[src/rtl/seg_win_pkg.sv]
package seg_win_pkg;

  localparam int UNIT_SHIFT = 23;
  localparam int SEG_OFS0   = 'h30;

  typedef struct packed {
    logic [7:0] lim;
    logic [7:0] org;
  } seg_fields_t;

  function automatic logic [31:0] unit_to_addr(input logic [7:0] u);
    return {1'b0, u, 23'b0};
  endfunction

  function automatic logic seg_open(input seg_fields_t w);
    return w.org < w.lim;
  endfunction

  function automatic logic seg_legal(input seg_fields_t w, input int base_u,
                                     input int top_u, input int max_u);
    int o;
    int l;
    o = int'(w.org);
    l = int'(w.lim);
    if (o >= l) return 1'b1;
    return (o >= base_u) && (l <= top_u) && ((l - o) <= max_u);
  endfunction

  function automatic seg_fields_t seg_default(input int n, input int base_u,
                                              input int def_u, input int top_u);
    int s;
    int e;
    seg_fields_t r;
    s = base_u + n * def_u;
    if (s > top_u) s = top_u;
    e = s + def_u;
    if (e > top_u) e = top_u;
    r.org = 8'(s);
    r.lim = 8'(e);
    return r;
  endfunction

endpackage

[src/rtl/seg_win_regs.sv]
module seg_win_regs
  import seg_win_pkg::*;
#(
  parameter int NUM_CS    = 3,
  parameter int BASE_UNIT = 16,
  parameter int TOP_UNIT  = 40,
  parameter int MAX_UNITS = 16,
  parameter int DEF_UNITS = 8
) (
  input  logic                     clk,
  input  logic                     rst_n,
  input  logic                     reg_we,
  input  logic [7:0]               reg_addr,
  input  logic [31:0]              reg_wdata,
  output logic [31:0]              reg_rdata,
  output seg_fields_t [NUM_CS-1:0] seg_q
);

  localparam int IDX_W = (NUM_CS > 1) ? $clog2(NUM_CS) : 1;

  logic             sel_hit;
  logic [IDX_W-1:0] sel_idx;
  logic [31:0]      wr_masked;
  seg_fields_t      wr_fields;
  logic             wr_legal;
  logic             wr_accept;
  logic             wr_reject;

  always_comb begin
    sel_hit = 1'b0;
    sel_idx = '0;
    for (int i = 0; i < NUM_CS; i++) begin
      if (reg_addr == 8'(SEG_OFS0 + 4 * i)) begin
        sel_hit = 1'b1;
        sel_idx = IDX_W'(i);
      end
    end
  end

  assign wr_masked = reg_wdata & 32'hFFFF_0000;
  assign wr_fields = wr_masked[31:16];
  assign wr_legal  = seg_legal(wr_fields, BASE_UNIT, TOP_UNIT, MAX_UNITS);
  assign wr_accept = reg_we && sel_hit && wr_legal;
  assign wr_reject = reg_we && sel_hit && !wr_legal;

  for (genvar g = 0; g < NUM_CS; g++) begin : g_seg
    always_ff @(posedge clk or negedge rst_n) begin
      if (!rst_n) begin
        seg_q[g] <= seg_default(g, BASE_UNIT, DEF_UNITS, TOP_UNIT);
      end else if (wr_accept && (sel_idx == IDX_W'(g))) begin
        seg_q[g] <= wr_fields;
      end
    end

    // Every stored window is legal at all times
    p_stored_legal_r5: assert property (@(posedge clk) disable iff (!rst_n)
      seg_legal(seg_q[g], BASE_UNIT, TOP_UNIT, MAX_UNITS));
  end

  assign reg_rdata = sel_hit ? {seg_q[sel_idx], 16'h0000} : 32'h0;

  // A refused write leaves every segment as it was
  p_reject_hold_r5: assert property (@(posedge clk) disable iff (!rst_n)
    wr_reject |=> (seg_q == $past(seg_q)));

  // A write to an unmapped offset changes nothing
  p_unmapped_hold_r2: assert property (@(posedge clk) disable iff (!rst_n)
    (reg_we && !sel_hit) |=> (seg_q == $past(seg_q)));

  // Low half of readback is always zero
  p_low_zero_r2: assert property (@(posedge clk) disable iff (!rst_n)
    reg_rdata[15:0] == 16'h0);

endmodule

[src/rtl/seg_win_match.sv]
module seg_win_match
  import seg_win_pkg::*;
#(
  parameter int NUM_CS = 3
) (
  input  logic                     clk,
  input  logic                     rst_n,
  input  seg_fields_t [NUM_CS-1:0] seg_q,
  input  logic [31:0]              req_addr,
  output logic [NUM_CS-1:0]        hit_vec,
  output logic [NUM_CS-1:0][31:0]  org_addr
);

  for (genvar g = 0; g < NUM_CS; g++) begin : g_cmp
    logic [31:0] lim_addr;
    assign org_addr[g] = unit_to_addr(seg_q[g].org);
    assign lim_addr    = unit_to_addr(seg_q[g].lim);
    assign hit_vec[g]  = (req_addr >= org_addr[g]) && (req_addr < lim_addr);

    // A closed window never matches
    p_closed_quiet_r3: assert property (@(posedge clk) disable iff (!rst_n)
      !seg_open(seg_q[g]) |-> !hit_vec[g]);
  end

endmodule

[src/rtl/seg_win_pick.sv]
module seg_win_pick #(
  parameter int NUM_CS = 3,
  parameter int OFF_W  = 27
) (
  input  logic                    clk,
  input  logic                    rst_n,
  input  logic                    req_valid,
  input  logic [31:0]             req_addr,
  input  logic [NUM_CS-1:0]       hit_vec,
  input  logic [NUM_CS-1:0][31:0] org_addr,
  output logic                    rsp_valid,
  output logic [NUM_CS-1:0]       rsp_cs,
  output logic [OFF_W-1:0]        rsp_offset,
  output logic                    rsp_err
);

  logic [NUM_CS-1:0] win_vec;
  logic [31:0]       win_org;
  logic              any_hit;
  logic [OFF_W-1:0]  off_d;

  always_comb begin
    win_vec = '0;
    win_org = '0;
    for (int i = NUM_CS - 1; i >= 0; i--) begin
      if (hit_vec[i]) begin
        win_vec    = '0;
        win_vec[i] = 1'b1;
        win_org    = org_addr[i];
      end
    end
  end

  assign any_hit = |hit_vec;
  assign off_d   = any_hit ? OFF_W'(req_addr - win_org) : '0;

  always_ff @(posedge clk or negedge rst_n) begin
    if (!rst_n) begin
      rsp_valid  <= 1'b0;
      rsp_cs     <= '0;
      rsp_offset <= '0;
      rsp_err    <= 1'b0;
    end else begin
      rsp_valid  <= req_valid;
      rsp_cs     <= req_valid ? win_vec : '0;
      rsp_offset <= req_valid ? off_d : '0;
      rsp_err    <= req_valid && !any_hit;
    end
  end

  // Exactly one chip or an error on every response
  p_onehot_r4: assert property (@(posedge clk) disable iff (!rst_n)
    rsp_valid |-> ($onehot(rsp_cs) != rsp_err));

  // Lowest-numbered match wins
  p_low_wins_r4: assert property (@(posedge clk) disable iff (!rst_n)
    (req_valid && hit_vec[0]) |=> rsp_cs[0]);

  // Error carries no chip select and only appears with a response
  p_err_excl_r7: assert property (@(posedge clk) disable iff (!rst_n)
    rsp_err |-> (rsp_valid && (rsp_cs == '0)));

  // One-cycle response latency
  p_latency_r7: assert property (@(posedge clk) disable iff (!rst_n)
    req_valid |=> rsp_valid);
  p_idle_r7: assert property (@(posedge clk) disable iff (!rst_n)
    !req_valid |=> (!rsp_valid && (rsp_cs == '0)));

endmodule

[src/rtl/seg_window_decoder.sv]
module seg_window_decoder
  import seg_win_pkg::*;
#(
  parameter int NUM_CS    = 3,
  parameter int BASE_UNIT = 16,
  parameter int REGION_UNITS = 24,
  parameter int MAX_UNITS = 16,
  parameter int DEF_UNITS = 8
) (
  input  logic                              clk,
  input  logic                              rst_n,
  input  logic                              reg_we,
  input  logic [7:0]                        reg_addr,
  input  logic [31:0]                       reg_wdata,
  output logic [31:0]                       reg_rdata,
  input  logic                              req_valid,
  input  logic [31:0]                       req_addr,
  output logic                              rsp_valid,
  output logic [NUM_CS-1:0]                 rsp_cs,
  output logic [$clog2(MAX_UNITS)+22:0]     rsp_offset,
  output logic                              rsp_err
);

  localparam int TOP_UNIT = BASE_UNIT + REGION_UNITS;
  localparam int OFF_W    = $clog2(MAX_UNITS) + UNIT_SHIFT;

  seg_fields_t [NUM_CS-1:0] seg_q;
  logic [NUM_CS-1:0]        hit_vec;
  logic [NUM_CS-1:0][31:0]  org_addr;

  seg_win_regs #(
    .NUM_CS(NUM_CS), .BASE_UNIT(BASE_UNIT), .TOP_UNIT(TOP_UNIT),
    .MAX_UNITS(MAX_UNITS), .DEF_UNITS(DEF_UNITS)
  ) u_regs (
    .clk(clk), .rst_n(rst_n), .reg_we(reg_we), .reg_addr(reg_addr),
    .reg_wdata(reg_wdata), .reg_rdata(reg_rdata), .seg_q(seg_q)
  );

  seg_win_match #(.NUM_CS(NUM_CS)) u_match (
    .clk(clk), .rst_n(rst_n), .seg_q(seg_q), .req_addr(req_addr),
    .hit_vec(hit_vec), .org_addr(org_addr)
  );

  seg_win_pick #(.NUM_CS(NUM_CS), .OFF_W(OFF_W)) u_pick (
    .clk(clk), .rst_n(rst_n), .req_valid(req_valid), .req_addr(req_addr),
    .hit_vec(hit_vec), .org_addr(org_addr), .rsp_valid(rsp_valid),
    .rsp_cs(rsp_cs), .rsp_offset(rsp_offset), .rsp_err(rsp_err)
  );

endmodule

[config.mk]
export PLATFORM = sky130hd
export DESIGN_NAME = seg_window_decoder
export DESIGN_NICKNAME = d
export VERILOG_FILES = /design/src/rtl/seg_win_pkg.sv /design/src/rtl/seg_win_regs.sv /design/src/rtl/seg_win_match.sv /design/src/rtl/seg_win_pick.sv /design/src/rtl/seg_window_decoder.sv
export SDC_FILE = /design/constraint.sdc
export NUM_CORES = 1
export LEC_CHECK = 0
export ABC_AREA = 1
export ABC_CLOCK_PERIOD_IN_PS = 2800
export BUFFER_PORTS_ARGS = -buffer_cell sky130_fd_sc_hd__clkbuf_2
export CORE_MARGIN = 2
export CORE_UTILIZATION = 30
export DETAILED_ROUTE_END_ITERATION = 6
export PLACE_DENSITY = 0.56
export SLEW_MARGIN = 30
export SYNTH_ARGS = -nofsm -noshare
export SYNTH_HDL_FRONTEND = slang
export SYNTH_SLANG_ARGS = --single-unit
[constraint.sdc]
create_clock -name clk -period 2.8 [get_ports clk]
set_input_delay 0.56 -clock clk [delete_from_list [all_inputs] [get_ports clk]]
set_output_delay 0.56 -clock clk [all_outputs]
set_load 0.05 [all_outputs]
==> impl_metrics.yaml <==
outcome:
  status: "finished clean"
timing:
  maxSlewHeadroom_pct: 45.14
  setup_viol: 0
  fin_crit_sh_pct: 98.99
  rsz0062_at_grt: "yes"
  drv_slew: 0
  tns_ns: 0
  fin_skew_ns: 0.007232
  max_freq_mhz: 360.8
  worst_slew_pin_slew_ns: 0.8220
  hold_viol_final: 0
  fin_crit_ns: 2.772
detailed_routing:
  dr.pass1.iters: 5
  first_iter_violations: 318
  antenna_left: 0
  routedWlPerCell_um: 14.04
  routed_via_density: 4.548
  drt_wl_total_um: 17290
  route.vias.total: 5599
  drc: 0
final_layout:
  multi_input_area_um2: 3328
  syn2layout_area_growth_pct: 36.88
  drive_gt1_share_pct: 31.37
  layout.nets: 1094
  antenna_cells: 0
  final_area_um2: 8010
  regArea_um2: 2013
  fillers: 2013
setup_path:
  crit_path_end_kind: "flop"
  crit_path_start_kind: "flop"
  r2r_start: "u_regs.seg_q[37]"
  startpoint: "u_regs.seg_q[37]"
  worstPathCellList: "inv_2 > ha_4 > nand2_1 > nor3_2 > nand3b_1 > nand3_1 > nor2_2 > nor2_4 > nand2_4 > inv_2 > nand2_2 > nand3_2 > o21ai_2 > ha_1 > nand2_1 > o21ai_2 > xor2_1 > inv_1 > nand3_1 > nand2_1 > nor2_1"
  path_max_fanout: 3
  critPathKind: "flop to flop"
  rr_endpoint: "u_pick.rsp_offset[26]"
  crit_family: "simple AND/OR/NAND/NOR gates"
  r2r_cells: 21
  rrSetupSlack_ns: 0.03
  slowest_delay_ns: 0.53
  cp.required_ns: 3.08
  path_common_cell: "nand2_1"
  cp.arrival_ns: 3.06
  cp_num_buf_inv: 3
  cp_slowest_cell: "dfstp_2"
synthesis:
  ys.flop_type: "dfrtp_1"
  synth_edf_count: 0
  syn_inst: 779
  mappedNetlistArea_um2: 5852
  yosys.area.top_type: "dfrtp_1"
  synth.most_common_cell: "nand2_1"
  ys_top_cells_by_area: "dfrtp_1, nand2_1, ha_1, inv_1, nand4_1"
  synth_cell_types: 47
  syn_avg_cell_area_um2: 7.512
  synth-seq-area-share_pct: 34.40
  yosysTopAreaCellShare_pct: 30.36
  yosys-top-cells-count: "nand2_1, inv_1, dfrtp_1"
  yosysWarnings: 0
  postSynth.asyncResetShare_pct: 100.0
  synth_seq_cells: 80
place:
  place.gp.congestion: 0.8639
  port_buffers: 107
  postPlaceCellArea_um2: 7392
  hpwl_um: 13400
grt:
  grt_overflow: 0
  antenna_found_initial: 0
  grt_pass1_vias: 5168
  track_usage_pct: 16.82
  grt_max_degree: 44
  grt_pass1_wl_um: 26790
clock_tree:
  htreeDepth: 3
  clk_pin_slew_ns: 0.06
  cts-root-buf: "clkbuf_16"
  numClockSinks: 80
  cts_buffer_depth: 2
  cts_buffers: 9
  cts_tree: "yes"
  clk_latency_ns: 0.35
pwr:
  switching_share_pct: 31.56
  power_density_nw_per_um2: 415.8
  peakVddDrop_mv: 0.2965
  seqPwrFrac_pct: 36.9
  p_int_mw: 2.280
  leakagePower_nw: 4.223
  power_frac_comb_pct: 24.3
  clkPwrFrac_pct: 38.8
  switchingPower_mw: 1.051
floorplanning:
  coreArea_um2: 19270
  start_util_pct: 30.37
  die_w_um: 143.7
  io_pins: 140
  die_h_um: 143.7
  dieArea_um2: 20640
  num_rows: 51
run:
  max_cap_viol_count: 0
hold_path:
  hold_path.class: "input port to async pin"
## power groups by stage
stage / sequential [mW] / combinational [mW] / clock [mW]
finish: 1.23 / 0.808 / 1.29
global route: 1.23 / 0.897 / 1.37
CTS: 1.23 / 0.769 / 1.33
detailed placement: 1.25 / 0.756 / 0
global placement: 1.25 / 0.748 / 0
floorplan: 1.34 / 0.422 / 0
## stage by stage
step | util (%) | setup slack, ns | power (mW) | hold slack (ns) | std cells
final | 41.57 | 0.02838 | 3.331 | 0.2192 | 1231
after global routing | 41.57 | -0.1679 | 3.500 | 0.2546 | 1231
after CTS | 40.33 | 0.002827 | 3.324 | 0.2349 | 1226
after detailed placement | 38.36 | -0.4888 | 2.006 | 0.4550 | 1209
after global placement | 38.36 | -0.4419 | 1.997 | 0.4527 | 1209
after floorplan | - | 0.05537 | 1.761 | 0.2644 | 794
## routing by layer
metal / global-route usage, % / vias up / part of all wire, %
met5: 0 / - / 0
met4: 3.560 / 0 / 0.78
met3: 2.666 / 13 / 5.1
met2: 27.84 / 155 / 46
met1: 23.20 / 2567 / 48
li1: - / 2864 / -
## layout make-up
cell class / count / area share, %
Multi-Input combinational cell: 543 / 41.55
Sequential cell: 80 / 25.13
Timing Repair Buffer: 198 / 19.07
Inverter: 129 / 6.076
Tap cell: 265 / 4.139
Clock buffer: 10 / 2.858
Clock inverter: 6 / 1.172
## state kept, by name (all words and copies together), names as in the netlist
signal and flops:
u_pick.rsp_cs 3, u_pick.rsp_valid 1, u_regs.seg_q 48, u_pick.rsp_offset 27
u_pick.rsp_err 1
## cells by family after synthesis
kind of cell	share of synthesized area (%)
flip-flops	34.40
other	0.06408
buffers and inverters	13.90
AO/OA/AOI/OAI	7.676
AND/OR/NAND/NOR	31.35
adder cells (fa/ha/maj)	12.32
XOR/XNOR	0.2994
## repair_timing
action | in CTS | in global routing
gates resized for setup | 15 | 53
pin swaps | 6 | 37
setup buffers | 1 | 6
endpoints found under the setup margin | 3 | 4
hold buffers | 0 | 0
## cells in the final DEF (no fill, tap or decap), drive strengths merged, types with 3 or more instances in the layout
cell / Yosys / layout
o21ai: 29 / 29
o211ai: 11 / 11
nor4: 3 / 3
ha: 56 / 56
a21oi: 22 / 22
conb: 1 / 16
inv: 129 / 130
dfstp: 9 / 9
buf: 33 / 110
nand3b: 4 / 4
clkbuf: 9 / 98
a21o: 3 / 3
dfrtp: 71 / 71
nand3: 20 / 20
nand4: 65 / 65
a31oi: 3 / 3
nand2: 212 / 212
o21a: 3 / 3
nor3: 7 / 7
nor2: 74 / 74
## worst max-delay path by stage
stage | end | slack [ns] | cells past startpoint
5_1_grt | u_pick.rsp_offset[26] | -0.17 | 18
4_1_cts | u_pick.rsp_offset[26] | 0.003 | 18
3_3_place_gp | u_pick.rsp_offset[26] | -0.44 | 18
6_report | u_pick.rsp_offset[26] | 0.03 | 21
2_1_floorplan | u_pick.rsp_offset[26] | 0.06 | 19
3_5_place_dp | u_pick.rsp_offset[25] | -0.49 | 17
Power figures use the tool's default switching activity.
